--- src/rtl/vtg_pkg.sv ---
package vtg_pkg;
   // register bank geometry
   localparam int ADDR_W   = 4;
   localparam int NUM_REGS = 15;

   // register addresses
   localparam int A_CTRL  = 0;   // bit 0: run
   localparam int A_MODE  = 1;   // bit 0: interlaced, bit 1: hsync low, bit 2: vsync low
   localparam int A_HTOT  = 2;   // pixels per line
   localparam int A_HACT  = 3;   // first visible pixel
   localparam int A_HSB   = 4;   // hsync first pixel
   localparam int A_HSE   = 5;   // hsync end pixel (exclusive)
   localparam int A_F0AB  = 6;   // field 0 first visible line
   localparam int A_F0AE  = 7;   // field 0 visible end line (exclusive)
   localparam int A_F1AB  = 8;   // field 1 first visible line
   localparam int A_F1AE  = 9;   // field 1 visible end line (exclusive)
   localparam int A_V0B   = 10;  // line-aligned vsync first line
   localparam int A_V0E   = 11;  // line-aligned vsync end line
   localparam int A_V1B   = 12;  // mid-line vsync first line
   localparam int A_V1E   = 13;  // mid-line vsync end line
   localparam int A_VOFF  = 14;  // mid-line vsync offset from hsync start

   // mode bit positions
   localparam int MB_ILACE  = 0;
   localparam int MB_HS_LOW = 1;
   localparam int MB_VS_LOW = 2;
endpackage

--- src/rtl/vtg_regfile.sv ---
module vtg_regfile
   import vtg_pkg::*;
#(
   parameter int PIX_W = 12
) (
   input  logic                             clk,
   input  logic                             rst_n,
   input  logic                             wr_en,
   input  logic [ADDR_W-1:0]                wr_addr,
   input  logic [PIX_W-1:0]                 wr_data,
   input  logic                             frame_wrap,
   output logic                             run_en,
   output logic [NUM_REGS-1:0][PIX_W-1:0]   shadow
);

   logic [NUM_REGS-1:0][PIX_W-1:0] live;

   always_ff @(posedge clk or negedge rst_n) begin
      if (!rst_n) begin
         live <= '0;
      end else if (wr_en) begin
         for (int i = 0; i < NUM_REGS; i++) begin
            if (wr_addr == ADDR_W'(i)) live[i] <= wr_data;
         end
      end
   end

   // shadow follows live while stopped, otherwise only at a frame wrap
   always_ff @(posedge clk or negedge rst_n) begin
      if (!rst_n) begin
         shadow <= '0;
      end else if (!run_en || frame_wrap) begin
         shadow <= live;
      end
   end

   assign run_en = live[A_CTRL][0];

endmodule

--- src/rtl/vtg_counters.sv ---
module vtg_counters #(
   parameter int PIX_W = 12
) (
   input  logic             clk,
   input  logic             rst_n,
   input  logic             en,
   input  logic             interlace,
   input  logic [PIX_W-1:0] h_total,
   input  logic [PIX_W-1:0] v_total,
   input  logic [PIX_W-1:0] f0_end,
   output logic [PIX_W-1:0] h_cnt,
   output logic [PIX_W-1:0] v_cnt,
   output logic             field,
   output logic             frame_wrap
);

   localparam int EXT_W = PIX_W + 1;

   logic h_last, v_last;

   assign h_last     = ({1'b0, h_cnt} + EXT_W'(1)) >= {1'b0, h_total};
   assign v_last     = ({1'b0, v_cnt} + EXT_W'(1)) >= {1'b0, v_total};
   assign frame_wrap = en && h_last && v_last;
   assign field      = en && interlace && (v_cnt >= f0_end);

   always_ff @(posedge clk or negedge rst_n) begin
      if (!rst_n) begin
         h_cnt <= '0;
         v_cnt <= '0;
      end else if (!en) begin
         h_cnt <= '0;
         v_cnt <= '0;
      end else if (h_last) begin
         h_cnt <= '0;
         v_cnt <= v_last ? '0 : v_cnt + PIX_W'(1);
      end else begin
         h_cnt <= h_cnt + PIX_W'(1);
      end
   end


   h_range_chk: assert property (@(posedge clk) disable iff (!rst_n)
      (en && h_total != '0) |-> (h_cnt < h_total));


   v_range_chk: assert property (@(posedge clk) disable iff (!rst_n)
      (en && v_total != '0) |-> (v_cnt < v_total));


   idle_zero_chk: assert property (@(posedge clk) disable iff (!rst_n)
      !en |=> (h_cnt == '0 && v_cnt == '0));


   field_drop_chk: assert property (@(posedge clk) disable iff (!rst_n)
      (en && $fell(field)) |-> (h_cnt == '0 && v_cnt == '0));

endmodule

--- src/rtl/vtg_decode.sv ---
module vtg_decode #(
   parameter int PIX_W   = 12,
   parameter bit REG_OUT = 1'b0
) (
   input  logic             clk,
   input  logic             rst_n,
   input  logic             en,
   input  logic [PIX_W-1:0] h_i,
   input  logic [PIX_W-1:0] v_i,
   input  logic             field_i,
   input  logic             interlace,
   input  logic             hs_low,
   input  logic             vs_low,
   input  logic [PIX_W-1:0] h_total,
   input  logic [PIX_W-1:0] h_act,
   input  logic [PIX_W-1:0] hs_beg,
   input  logic [PIX_W-1:0] hs_end,
   input  logic [PIX_W-1:0] f0_beg,
   input  logic [PIX_W-1:0] f0_end,
   input  logic [PIX_W-1:0] f1_beg,
   input  logic [PIX_W-1:0] f1_end,
   input  logic [PIX_W-1:0] vs0_beg,
   input  logic [PIX_W-1:0] vs0_end,
   input  logic [PIX_W-1:0] vs1_beg,
   input  logic [PIX_W-1:0] vs1_end,
   input  logic [PIX_W-1:0] vs_off,
   output logic             hsync,
   output logic             vsync,
   output logic             de,
   output logic             field_o,
   output logic [PIX_W-1:0] h_o,
   output logic [PIX_W-1:0] v_o
);

   logic [PIX_W:0] turn_px;
   logic [PIX_W:0] h_ext;
   logic hs_raw, vs0_raw, vs1_raw, hwin, vwin;
   logic hsync_c, vsync_c, de_c;

   assign h_ext   = {1'b0, h_i};
   assign turn_px = {1'b0, hs_beg} + {1'b0, vs_off};

   assign hs_raw  = (h_i >= hs_beg) && (h_i < hs_end);
   assign vs0_raw = (v_i >= vs0_beg) && (v_i < vs0_end);
   assign vs1_raw = interlace
                    && ((v_i > vs1_beg) || (v_i == vs1_beg && h_ext >= turn_px))
                    && ((v_i < vs1_end) || (v_i == vs1_end && h_ext < turn_px));

   assign hwin = h_i >= h_act;
   assign vwin = field_i ? ((v_i >= f1_beg) && (v_i < f1_end))
                         : ((v_i >= f0_beg) && (v_i < f0_end));

   assign hsync_c = (en && hs_raw) ^ hs_low;
   assign vsync_c = (en && (vs0_raw || vs1_raw)) ^ vs_low;
   assign de_c    = en && hwin && vwin;

   generate
      if (REG_OUT) begin : g_flop
         always_ff @(posedge clk or negedge rst_n) begin
            if (!rst_n) begin
               hsync   <= 1'b0;
               vsync   <= 1'b0;
               de      <= 1'b0;
               field_o <= 1'b0;
               h_o     <= '0;
               v_o     <= '0;
            end else begin
               hsync   <= hsync_c;
               vsync   <= vsync_c;
               de      <= de_c;
               field_o <= field_i;
               h_o     <= h_i;
               v_o     <= v_i;
            end
         end
      end else begin : g_comb
         assign hsync   = hsync_c;
         assign vsync   = vsync_c;
         assign de      = de_c;
         assign field_o = field_i;
         assign h_o     = h_i;
         assign v_o     = v_i;
      end
   endgenerate


   hs_rise_chk: assert property (@(posedge clk) disable iff (!rst_n)
      (en && $past(en) && $rose(hs_raw)) |-> (h_i == hs_beg));


   vs_mid_rise_chk: assert property (@(posedge clk) disable iff (!rst_n)
      (en && $past(en) && turn_px < {1'b0, h_total} && $rose(vs1_raw))
         |-> (h_ext == turn_px));

endmodule

--- src/rtl/ilace_timing_gen.sv ---
module ilace_timing_gen
   import vtg_pkg::*;
#(
   parameter int PIX_W   = 12,
   parameter bit REG_OUT = 1'b0
) (
   input  logic              clk,
   input  logic              rst_n,
   input  logic              wr_en,
   input  logic [ADDR_W-1:0] wr_addr,
   input  logic [PIX_W-1:0]  wr_data,
   output logic              hsync,
   output logic              vsync,
   output logic              de,
   output logic              field,
   output logic [PIX_W-1:0]  h_cnt,
   output logic [PIX_W-1:0]  v_cnt
);

   generate
      if (PIX_W < 4 || PIX_W > 16) begin : g_bad_width
         $error("ilace_timing_gen: PIX_W must lie in 4..16");
      end
   endgenerate

   logic                           run_en;
   logic                           frame_wrap;
   logic [NUM_REGS-1:0][PIX_W-1:0] sh;
   logic [PIX_W-1:0]               h_raw, v_raw, v_total;
   logic                           field_raw;
   logic                           ilace;

   assign ilace   = sh[A_MODE][MB_ILACE];
   assign v_total = ilace ? sh[A_F1AE] : sh[A_F0AE];

   vtg_regfile #(.PIX_W(PIX_W)) i_regs (
      .clk        (clk),
      .rst_n      (rst_n),
      .wr_en      (wr_en),
      .wr_addr    (wr_addr),
      .wr_data    (wr_data),
      .frame_wrap (frame_wrap),
      .run_en     (run_en),
      .shadow     (sh)
   );

   vtg_counters #(.PIX_W(PIX_W)) i_cnt (
      .clk        (clk),
      .rst_n      (rst_n),
      .en         (run_en),
      .interlace  (ilace),
      .h_total    (sh[A_HTOT]),
      .v_total    (v_total),
      .f0_end     (sh[A_F0AE]),
      .h_cnt      (h_raw),
      .v_cnt      (v_raw),
      .field      (field_raw),
      .frame_wrap (frame_wrap)
   );

   vtg_decode #(.PIX_W(PIX_W), .REG_OUT(REG_OUT)) i_dec (
      .clk       (clk),
      .rst_n     (rst_n),
      .en        (run_en),
      .h_i       (h_raw),
      .v_i       (v_raw),
      .field_i   (field_raw),
      .interlace (ilace),
      .hs_low    (sh[A_MODE][MB_HS_LOW]),
      .vs_low    (sh[A_MODE][MB_VS_LOW]),
      .h_total   (sh[A_HTOT]),
      .h_act     (sh[A_HACT]),
      .hs_beg    (sh[A_HSB]),
      .hs_end    (sh[A_HSE]),
      .f0_beg    (sh[A_F0AB]),
      .f0_end    (sh[A_F0AE]),
      .f1_beg    (sh[A_F1AB]),
      .f1_end    (sh[A_F1AE]),
      .vs0_beg   (sh[A_V0B]),
      .vs0_end   (sh[A_V0E]),
      .vs1_beg   (sh[A_V1B]),
      .vs1_end   (sh[A_V1E]),
      .vs_off    (sh[A_VOFF]),
      .hsync     (hsync),
      .vsync     (vsync),
      .de        (de),
      .field_o   (field),
      .h_o       (h_cnt),
      .v_o       (v_cnt)
   );

endmodule

--- config.mk ---
export PLATFORM = sky130hd
export DESIGN_NAME = ilace_timing_gen
export DESIGN_NICKNAME = d
export VERILOG_FILES = /design/src/rtl/vtg_pkg.sv /design/src/rtl/vtg_regfile.sv /design/src/rtl/vtg_counters.sv /design/src/rtl/vtg_decode.sv /design/src/rtl/ilace_timing_gen.sv
export SDC_FILE = /design/constraint.sdc
export NUM_CORES = 1
export LEC_CHECK = 0
export ABC_AREA = 1
export BUFFER_PORTS_ARGS = -buffer_cell sky130_fd_sc_hd__buf_2
export CAP_MARGIN = 10
export CORE_ASPECT_RATIO = 0.8
export CORE_MARGIN = 2
export CORE_UTILIZATION = 44
export CTS_BUF_LIST = sky130_fd_sc_hd__clkbuf_2
export DETAILED_ROUTE_END_ITERATION = 7
export GPL_ROUTABILITY_DRIVEN = 0
export PLACE_DENSITY = 0.62
export SYNTH_ARGS = -nofsm -noshare
export SYNTH_HDL_FRONTEND = slang
export SYNTH_SLANG_ARGS = --single-unit
export TNS_END_PERCENT = 30
--- constraint.sdc ---
create_clock -name clk -period 4.2 [get_ports clk]
set_clock_uncertainty 0.2 [all_clocks]
set_input_delay 0.63 -clock clk [delete_from_list [all_inputs] [get_ports clk]]
set_output_delay 0.63 -clock clk [all_outputs]
set_load 0.02 [all_outputs]
# Word-level counts from Yosys, hierarchy flattened
# Cells that the tools add are included.
[totals] ff_bits=343 latchBits=0 ramBits=0 mem_bits_ro=0 out_inout_bits=28 wordCells=115 memories=0
[classes] add_sub_neg=5 n_mul=0 div=0 order_cmp=16 n_eq_ne=17 n_shift=0 mux=7 n_bitwise=2 n_reduce_logical=37
[op_table] cell="12-bit >= comparator" n=6
[op_table] cell="12-bit 2-to-1 mux" n=6
[op_table] cell="12-bit < comparator" n=5
[op_table] cell="2-bit AND reduction" n=15
[op_table] cell="4-bit == test (second input constant)" n=7
[op_table] cell="12-bit by 1-bit adder with 13-bit output (second input constant)" n=2
[op_table] cell="13-bit by 12-bit >= comparator with 1-bit output" n=2
[op_table] cell="12-bit by 1-bit adder with 12-bit output (second input constant)" n=2
[op_table] cell="12-bit == test" n=2
[op_table] cell="4-bit by 3-bit == test with 1-bit output (second input constant)" n=4
[op_table] cell="1-bit logical AND" n=16
[op_table] cell="12-bit by 12-bit adder with 13-bit output" n=1
[op_table] cell="12-bit by 13-bit >= comparator with 1-bit output" n=1
[op_table] cell="12-bit by 13-bit < comparator with 1-bit output" n=1
[op_table] cell="12-bit greater-than comparator" n=1
[op_table] cell="4-bit by 2-bit == test with 1-bit output (second input constant)" n=2
[op_table] cell="4-bit by 1-bit == test with 1-bit output (second input constant)" n=1
[op_table] cell="4-bit logical NOT" n=1
[op_table] cell="1-bit logical OR" n=4
[op_table] cell="2-bit by 1-bit inequality test with 1-bit output (second input constant)" n=1
[op_table] cell="1-bit bitwise XOR" n=2
[op_table] cell="1-bit logical NOT" n=1
[op_table] cell="1-bit 2-to-1 mux" n=1

# Depth between registers and ports, before layout
# Gate-level depths: netlist of the first run.
[depth] word_depth=9 depth_mapped=27 ltp_nobuf=27

# Cells and area by module
# From an unflattened synthesis of the first run, not the netlist that was laid out.
[unflattened] cells_unflattened=2641 area_unflattened_um2=21170.3
[by_module_without_submodules] module="vtg_regfile" instances=1 cells_each=1597 area_each_um2=14257.4
[by_module_without_submodules] module="vtg_decode" instances=1 cells_each=661 area_each_um2=4271.6
[by_module_without_submodules] module="vtg_counters" instances=1 cells_each=344 area_each_um2=2483.6
[by_module_without_submodules] module="ilace_timing_gen" instances=1 cells_each=39 area_each_um2=157.7

# Least setup slack after synthesis of the first run
# OpenSTA, ideal clock, no wires.
[synth_path] path_kind="flip-flop to output port" start="register i_regs.shadow[48] in the netlist's numbering" end="output vsync" arrival_time_ps=2748 required_time_ps=3370 slack_ps=622 stages_incl_launch_ff=26 n_path_buf=0 path_cell_list="dfrtp_1 > ha_1 > inv_1 > fa_1 > inv_1 > nand2_1 > nand3_1 > nand2_1 > inv_1 > a21oi_1 > nor2_1 > nor2_1 > xor2_1 > ha_1 > nand3_1 > nor3_1 > nand2_1 > nand2_1 > nand2_1 > nand2_1 > nand2_1 > nand3_1 > nand2_1 > nand2_1 > nand2_1 > nand2_1"
[synth_between] elab_chain_cells=9 word_cells_on_any_way=12 classes_between="add/sub (1); order compare (2); bitwise (1); reduce/logical (8)"
[synth_lines] item="from (decl)" line_no="vtg_regfile.sv:13" rtl="output logic [NUM_REGS-1:0][PIX_W-1:0] shadow"
[synth_lines] item="from (signal assigned)" line_no="vtg_regfile.sv:33" rtl="shadow <= live;"
[synth_lines] item="12-bit by 12-bit adder with 13-bit output (*)" line_no="vtg_decode.sv:41" rtl="assign turn_px = {1'b0, hs_beg} + {1'b0, vs_off};"
[synth_lines] item="12-bit by 13-bit >= comparator with 1-bit output" line_no="vtg_decode.sv:46" rtl="&& ((v_i > vs1_beg) || (v_i == vs1_beg && h_ext >= turn_px))"
[synth_lines] item="1-bit logical AND" line_no="vtg_decode.sv:46"
[synth_lines] item="1-bit logical OR" line_no="vtg_decode.sv:46"
[synth_lines] item="1-bit logical AND" line_no="vtg_decode.sv:46"
[synth_lines] item="1-bit logical AND (*)" line_no="vtg_decode.sv:47" rtl="&& ((v_i < vs1_end) || (v_i == vs1_end && h_ext < turn_px));"
[synth_lines] item="1-bit logical OR (*)" line_no="vtg_decode.sv:54" rtl="assign vsync_c = (en && (vs0_raw || vs1_raw)) ^ vs_low;"
[synth_lines] item="1-bit logical AND (*)" line_no="vtg_decode.sv:54"
[synth_lines] item="1-bit bitwise XOR (*)" line_no="vtg_decode.sv:54"
[synth_lines] item="to (decl)" line_no="ilace_timing_gen.sv:13" rtl="output logic vsync,"
# Every way passes the cells marked *; elsewhere a longest branch is shown, timed or not.

# Worst setup path in the final report of the first run
[layout_path] start="register i_regs.shadow[174] in the netlist's numbering" end="output vsync"
# Same word-level chain as after synthesis.

==> results of run 1 <==
==> power groups by stage <==
stage / registers (mW) / logic (mW) / clock network [mW]
6_report: 4.97 / 4.78 / 2.36
5_1_grt: 5.10 / 5.50 / 2.64
4_1_cts: 4.96 / 4.76 / 2.44
3_5_place_dp: 5.01 / 4.63 / 0
3_3_place_gp: 4.99 / 4.44 / 0
2_1_floorplan: 4.84 / 3.44 / 0
==> synth_stat cells (2+ instances only) <==
master,count,area [um^2]
xor2_1,24,210
inv_1,240,901
inv_2,3,11.3
clkbuf_1,50,188
o211ai_1,7,52.6
o21a_1,3,22.5
buf_6,10,113
dfrtp_1,343,8580
nor2_1,95,357
nand3_1,202,1010
nand2_1,661,2480
nor3_1,14,70.1
a31oi_1,3,18.8
a211oi_1,5,37.5
o21ai_0,179,896
nand4_1,25,156
xnor2_1,3,26.3
a21oi_1,102,510
ha_1,179,2240
buf_2,35,175
nand3b_1,2,15.0
nor4_1,8,50.1
==> worst max-delay path: stages, from the launching register on <==
cell and delay, ps:
dfrtp_1 420, ha_4 270, inv_1 70, o21bai_1 80
a31oi_1 190, nand2_2 100, nand2_1 90, nor2_1 50
nor3_1 180, xor2_1 180, ha_1 270, nand3_2 100
inv_1 60, a21oi_2 150, nand2_1 60, nand2_1 70
nand2_1 50, nand2_1 70, nand3_2 70, nand2_2 90
nand2_1 50, nand2_1 100, nand2_2 70, buf_6 130
==> cell families (layout without fill, tap and decap cells) <==
family	count (synthesis)	count (layout)	synth area share (%)
DFF	343	343	47.0
other	0	4	0
xor gates and xnor gates	27	27	1.29
adders and majority gates	180	180	12.4
buffers and inverters	340	507	7.70
AOI/OAI and AO/OA	305	305	8.72
and+or+nand+nor	1012	1012	22.9
==> what timing repair did <==
action,CTS,global route
pin swaps,5,7
gates resized for setup,27,8
buffers inserted,3,1
hold endpoints to repair,282,0
endpoints found under the setup margin,4,4
hold buffers,11,0
==> flip-flops by register name, indices dropped and copies added (netlist names) <==
name           cells
i_cnt.v_cnt       12
i_regs.live      159
i_regs.shadow    159
i_cnt.h_cnt       12
i_regs.run_en      1
==> how the worst max path moves through the flow <==
stage,from,end,slack [ps]
floorplan,i_regs.shadow[48],vsync,620
global placement,i_regs.shadow[48],vsync,200
detailed placement,i_regs.shadow[48],vsync,200
CTS,i_regs.shadow[174],vsync,-760
global route,i_regs.shadow[168],vsync,-1080
finish,i_regs.shadow[174],vsync,-660
==> layout make-up <==
type	instances	area [um^2]	share of cell area, %
clock buffers	135	676	3.33
multi-input cells	1524	8420	41.4
well taps	544	681	3.35
inverters	243	916	4.51
diodes	4	10.0	0.0493
repair buffers	108	890	4.38
flip-flops and latches	343	8590	42.3
clock inverters	21	138	0.677
==> placed cells by master, fill, tap and decap left out, types with 4 or more instances in the layout <==
| master | synthesis | layout |
|---|---|---|
| nor3_1 | 14 | 13 |
| dfrtp_1 | 343 | 337 |
| inv_2 | 3 | 6 |
| nand2_1 | 661 | 656 |
| dfrtp_2 | 0 | 6 |
| nor2_1 | 95 | 93 |
| ha_1 | 179 | 175 |
| nand4_1 | 25 | 25 |
| nand2_2 | 1 | 5 |
| nand3_1 | 202 | 199 |
| clkbuf_2 | 0 | 135 |
| buf_4 | 0 | 41 |
| clkinv_1 | 0 | 16 |
| a211oi_1 | 5 | 5 |
| nor4_1 | 8 | 6 |
| o21ai_0 | 179 | 178 |
| diode_2 | 0 | 4 |
| inv_1 | 240 | 236 |
| o211ai_1 | 7 | 7 |
| buf_12 | 0 | 12 |
| a21oi_1 | 102 | 100 |
| dlygate4sd3_1 | 0 | 10 |
| xor2_1 | 24 | 24 |
| buf_2 | 35 | 43 |
==> stage by stage <==
step / cells / hold WS (ps) / instance area, um^2 / power [mW] / setup slack [ps]
after global routing: 2921 / 37.4 / 20300 / 13.2 / -1080
after floorplan: 2207 / 134 / 18300 / 8.28 / 622
after detailed placement: 2747 / 258 / 19200 / 9.64 / 205
final: 2922 / 115 / 20300 / 12.1 / -664
after global placement: 2747 / 254 / 19200 / 9.43 / 198
after CTS: 2917 / 23.1 / 20300 / 12.2 / -755
==> layer usage <==
metal  GRT usage, %  up-vias  part of all wire (%)
li1               -     7446                     -
met1           34.0     7203                    47
met2           39.2      370                    44
met3           5.49       97                   5.9
met4           7.90        0                   2.5
met5              0        -                     0
==> out/metrics.cfg, run 1 <==
[run_status]
status = finished with violations
failed_checks = negative setup slack

[cells_and_area]
nFillCells = 4040
fin_util_pct = 49.8
nets = 2510
drive_above_1_share_pct = 11.8
area_growth_pct = 11.2

[sta]
tns_ps = -715
worst_slew_pin_slew_ps = 1100
finalHoldViolCount = 0
setup-violations-final = 2
rsz0062_at_grt = yes
finalCriticalPeriod_ps = 4860
fin_crit_sh_pct = 116
slew_viol_final = 0
fmaxAchievable_mhz = 206
finalWorstSetupSlack_ps = -664
slew_headroom_pct = 26.3

[global_route]
grtUsageTotal_pct = 24.7
antenna_found_initial = 4
grt_pass1_vias = 15100
grt_pass1_wl_um = 82200
grt.overflow.total = 0
grt_max_degree = 76

[power]
power_density_mw_per_mm2 = 596
p_clk_share_pct = 19.5
power.switching_mw = 5.05
vdd_ir_drop_max_mv = 0.296
p_seq_share_pct = 41.1
switching_share_pct = 41.7
power_frac_comb_pct = 39.4
p_leak_nw = 11.0
internal_power_mw = 7.07

[cts]
htreeDepth = 3
cts.sinks = 343
cts_buffer_depth = 3
numCtsBuffers = 91
cts_tree = done
path_clk_slew_ps = 110
clk_latency_ps = 1060
cts-root-buf = clkbuf_2

[yosys]
synth_nets = 2406
yosysUniqueCellTypes = 36
syn_inst = 2207
ys.flop_type = dfrtp_1
synth_edf_count = 0
syn-cell-area_mm2 = 0.0183
avgSynthCellArea_um2 = 8.28
ys_seq_elements = 343
synth_warnings = 0
async_reset_ff_share_pct = 100
ys_seq_area_share_pct = 47.0

[detailed_routing]
ant_nets = 0
drc = 0
first_iter_violations = 1189
vias_per_cell = 5.17
routed_wl_um = 51300
num_vias = 15100
first_pass_iters = 5
wl_per_cell_um = 17.6

[floorplanning]
coreArea_mm2 = 0.0408
num_rows = 66
die_height_um = 186
pin_count = 47
die-width_um = 232
start_util_pct = 44.8
die_area_mm2 = 0.0432

[critical_path]
startpoint_type = register
crit_required_ps = 3370
path_class = reg2out
rr_startpoint = i_cnt.h_cnt[2]
end_kind = output pin
regToRegSetupSlack_ps = 360
reg2regPathDepth = 16
worstPathMaxFanout = 4
reg2reg_to = i_regs.shadow[130]
critical_path_arrival_ps = 4030

[run]
maxCapViolCount = 0

[hold_path]
min_to = i_regs.live[63]
min_path_type = in2reg
holdCritStartpoint = wr_addr[3]
min_path_cells = 7

[placement]
hpwl_um = 33600
portBuffers = 46

(Power assumes the default switching activity.)
==> run 2: changes to the inputs <==
clock period = 5.1 ns   (was 4.2 ns; I/O delays follow)
==> out/metrics.cfg, run 2 (synthesized netlist as in run 1, its figures left out) <==
[critical_path]
worstPathMaxFanout = 2
regToRegSetupSlack_ps = 650
crit_required_ps = 4140
rr_startpoint = i_cnt.h_cnt[1]
startpoint_type = register
reg2reg_to = i_regs.shadow[148]
path_class = reg2out
critPathLaunch = i_regs.shadow[48]
end_kind = output pin
reg2regPathDepth = 18
critical_path_arrival_ps = 4110

[hold_path]
min_to = i_regs.live[13]
min_path_type = in2reg
holdCritStartpoint = wr_addr[1]
min_path_cells = 5

[global_route]
grt_max_degree = 108
grt_pass1_vias = 14800
grt.overflow.total = 0
grt_pass1_wl_um = 81000
grtUsageTotal_pct = 24.4
antenna_found_initial = 6

[floorplanning]
start_util_pct = 44.8
pin_count = 47
die_area_mm2 = 0.0432
die-width_um = 232
coreArea_mm2 = 0.0408
num_rows = 66
die_height_um = 186

[sta]
fmaxAchievable_mhz = 197
slew_headroom_pct = 26.0
worst_slew_pin_slew_ps = 1110
finalHoldViolCount = 0
tns_ps = 0
rsz0062_at_grt = yes
finalCriticalPeriod_ps = 5080
slew_viol_final = 0
setup-violations-final = 0
fin_crit_sh_pct = 99.6
holdWs_ps = 77.3

[power]
p_seq_share_pct = 41.2
p_leak_nw = 10.9
switching_share_pct = 42.2
vdd_ir_drop_max_mv = 0.198
internal_power_mw = 5.77
power_density_mw_per_mm2 = 498
power.switching_mw = 4.21
power_frac_comb_pct = 39.2
p_clk_share_pct = 19.6

[placement]
hpwl_um = 31900
portBuffers = 46

[cells_and_area]
drive_above_1_share_pct = 11.0
most-common-layout-cells = 655 x nand2_1, 343 x dfrtp_1, 237 x inv_1, 200 x nand3_1, 178 x o21ai_0
area_growth_pct = 9.75
nFillCells = 4038
nets = 2488
reg_top3 = i_regs.live: 159 flops, i_regs.shadow: 159 flops
final_common_cell = nand2_1

[cts]
numCtsBuffers = 91
cts.sinks = 343
cts-root-buf = clkbuf_2
cts_tree = done
cts_buffer_depth = 3
clk_latency_ps = 1080
path_clk_slew_ps = 130
htreeDepth = 3

[detailed_routing]
first_pass_iters = 5
wl_per_cell_um = 17.4
first_iter_violations = 1294
vias_per_cell = 5.19
routed_wl_um = 50600
num_vias = 15100
ant_nets = 0
drc = 0

[run]
maxCapViolCount = 0

[run_status]
status = finished clean

-- run 2: timing repair --
item | 4_1_cts | 5_1_grt
setup endpoints to repair | 1 | 1
resized for setup | 18 | 8
endpoints found under the hold margin | 107 | 0
pin swaps | 8 | 15
buffers inserted | 3 | 5
hold buffers | 6 | 0
-- run 2: stage by stage --
stage / worst slack [ps] / area, um^2 / total power, mW / util (%) / instances
after global placement: 828 / 19000 / 7.73 / 46.6 / 2726
after floorplan: 1390 / 18300 / 6.82 / - / 2207
after detailed placement: 824 / 19000 / 7.87 / 46.6 / 2726
after global routing: -415 / 20100 / 10.9 / 49.2 / 2904
final: 22.6 / 20100 / 9.98 / 49.2 / 2904
after CTS: -39.9 / 20000 / 9.93 / 48.9 / 2895
-- run 2: worst max-delay path, stage by stage, from the launching register on --
cell and delay (ps):
dfrtp_1 370, ha_2 200, inv_2 40, fa_2 340, inv_2 60, nand2_2 50, nand3_2 60, nand2_2 60
inv_2 60, a21oi_2 60, buf_4 140, xor2_1 130, ha_1 330, nand2_2 90, inv_1 40, nand2_1 60
nand2_1 70, a21oi_2 180, nand2_1 70, nand2_1 60, nand2_1 40, nand2_1 80, nand3_1 70, nand2_1 90
nand2_1 60, nand2_1 100, nand2_2 80, buf_6 140
-- run 2: power groups by stage --
stage          clock network (mW)  registers [mW]  logic, mW
2_1_floorplan                   0            3.98       2.83
3_3_place_gp                    0            4.13       3.60
3_5_place_dp                    0            4.15       3.72
4_1_cts                      2.01            4.11       3.81
5_1_grt                      2.16            4.23       4.51
6_report                     1.95            4.11       3.91
-- run 2: cell type report --
| type | count | area, um^2 | area share [%] |
|---|---|---|---|
| antenna | 4 | 10.0 | 0.0499 |
| timing repair buffer | 86 | 649 | 3.24 |
| clock inverter | 19 | 103 | 0.512 |
| inverter | 243 | 912 | 4.55 |
| clock buffer | 141 | 706 | 3.52 |
| multi-input combinational | 1524 | 8410 | 41.9 |
| sequential | 343 | 8580 | 42.8 |
| tap | 544 | 681 | 3.39 |
-- run 2: per-layer routing --
| layer | part of all wire [%] | track usage [%] | vias to the layer above |
|---|---|---|---|
| li1 | - | - | 7388 |
| met1 | 47 | 34.0 | 7128 |
| met2 | 43 | 37.4 | 447 |
| met3 | 7.1 | 5.87 | 112 |
| met4 | 2.8 | 8.69 | 4 |
| met5 | 0.055 | 0 | - |
-- run 2: worst max path at each step --
stage | to | depth (start not counted)
after detailed placement | i_regs.shadow[73] | 18
after global placement | i_regs.shadow[168] | 18
final | vsync | 27
after global routing | vsync | 23
after CTS | vsync | 28
after floorplan | vsync | 25
==> run 3: changes to the inputs <==
RECOVER_POWER = 25   (was default)
==> out/metrics.cfg, run 3 (synthesized netlist as in run 1, its figures left out) <==
[sta]
finalWorstSetupSlack_ps = 38.5
fin_crit_sh_pct = 99.2
finalCriticalPeriod_ps = 5060
rsz0062_at_grt = yes
worst_slew_pin_slew_ps = 2940
fmaxAchievable_mhz = 198
setup-violations-final = 0
finalHoldViolCount = 0
slew_headroom_pct = -96.1
slew_viol_final = 193
holdWs_ps = 88.8

[placement]
dp.cells = 2726
hpwl_um = 31900
portBuffers = 46
dp_slack_ps = 824

[detailed_routing]
first_pass_iters = 6
vias_per_cell = 5.19
drc = 0
ant_nets = 0
first_iter_violations = 1319
wl_per_cell_um = 17.4
num_vias = 15100
routed_wl_um = 50600

[cells_and_area]
nets = 2488
layout.cells.non_filler = 2905
multi_input_comb_area_mm2 = 0.00841
final_common_cell = nand2_1
drive_above_1_share_pct = 11.0
area_growth_pct = 9.54
reg_top3 = i_regs.live: 159 flops, i_regs.shadow: 159 flops
nFillCells = 4042
most-common-layout-cells = 655 x nand2_1, 343 x dfrtp_1, 237 x inv_1, 200 x nand3_1, 178 x o21ai_0
seq_area_mm2 = 0.00858

[floorplanning]
coreArea_mm2 = 0.0408
die-width_um = 232
num_rows = 66
die_height_um = 186
die_area_mm2 = 0.0432
start_util_pct = 44.8
pin_count = 47

[global_route]
grt_max_degree = 108
grt_pass1_wl_um = 81000
grtUsageTotal_pct = 24.4
antenna_found_initial = 6
grt.overflow.total = 0
grt_pass1_vias = 14800

[run_status]
failed_checks = max-capacitance violations, max-slew violations
status = finished with violations

[critical_path]
cp_top_family = simple AND/OR/NAND/NOR gates
cp_common_cell = nand2_1
end_kind = output pin
critPathSlowestCell = dfrtp_1
path_class = reg2out
crit_required_ps = 4140
max_stage_delay_ps = 370
critical_path_arrival_ps = 4100
startpoint_type = register
worstPathMaxFanout = 2
crit_buf_inv = 6

[cts]
cts_buffer_depth = 3
htreeDepth = 3
numCtsBuffers = 91
cts.sinks = 343
cts-root-buf = clkbuf_2
cts_tree = done
path_clk_slew_ps = 120
clk_latency_ps = 1080

[power]
power_density_mw_per_mm2 = 498
p_leak_nw = 10.9
fin_total_pwr_mw = 9.97
vdd_ir_drop_max_mv = 0.199

[run]
maxCapViolCount = 2

[hold_path]
min_path_type = in2reg

## run 3: cell types whose count changed in the layout (fill, tap and decap cells not counted), sizes merged
cell and change:
clkbuf +3, buf -3, diode +1
## run 3: worst register-to-register path: stages, from the launching register on
cell and delay, ps:
dfrtp_1 630, ha_1 270, nand2_1 60, nor2_1 200, nand3_1 130, nor2_1 100, inv_1 60, nor2_1 170
xor2_1 220, inv_1 70, ha_1 330, a21oi_1 140, o21ai_0 160, a21oi_4 240, nand4_4 360, nand2_4 480
buf_12 320, nand2_1 100, nand2_1 70
## run 3: final timing paths
kind / start / to / slack [ps] / cells past startpoint
worst max-delay path: i_regs.shadow[48] / vsync / 40 / 27
worst min-delay path: wr_addr[1] / i_regs.live[13] / 90 / 5
worst max register to register: i_cnt.h_cnt[1] / i_regs.shadow[148] / 650 / 18
worst min register to register: i_regs.live[32] / i_regs.shadow[32] / 250 / 2
max in group asynchronous: rst_n / i_cnt.v_cnt[9] / 650 / 3
min in group asynchronous: rst_n / i_cnt.h_cnt[7] / 980 / 2
## run 3: routing by layer
metal | part of all wire, % | global-route usage [%] | wire length (um) | vias up
met2 | 43 | 37.4 | 21800 | 443
met3 | 6.7 | 5.87 | 3400 | 107
li1 | - | - | - | 7391
met5 | 0.055 | 0 | 28 | -
met1 | 48 | 34.0 | 24000 | 7123
met4 | 2.7 | 8.69 | 1370 | 4
## run 3: per-stage QoR
step | cell area [um^2] | TNS (ps) | utilization, %
4_1_cts | 20000 | -39.9 | 48.9
5_1_grt | 20000 | -2910 | 49.1
6_report | 20000 | 0 | 49.1
2_1_floorplan | 18300 | 0 | -
3_5_place_dp | 19000 | 0 | 46.6
3_3_place_gp | 19000 | 0 | 46.6
## run 3: report_power, final
| group | leakage, nW | internal (mW) | switching (mW) |
|---|---|---|---|
| sequential | 4.37 | 3.56 | 0.554 |
| clock | 0.634 | 0.774 | 1.18 |
| combinational | 5.86 | 1.43 | 2.47 |
| total | 10.9 | 5.77 | 4.20 |
## run 3: what timing repair did
action / 4_1_cts / 5_1_grt
cloned: 0 / 0
hold endpoints to repair: 107 / 0
endpoints found under the setup margin: 1 / 1
gates resized for setup: 18 / 8
hold buffers: 6 / 0
buffers inserted: 3 / 5
pin swaps: 8 / 15
## run 3: cell type report
class / instances / area share, %
timing repair buffer: 86 / 3.04
antenna: 5 / 0.0625
clock inverter: 19 / 0.513
sequential: 343 / 42.9
clock buffer: 141 / 3.53
multi-input combinational: 1524 / 42.0
inverter: 243 / 4.56
tap: 544 / 3.40
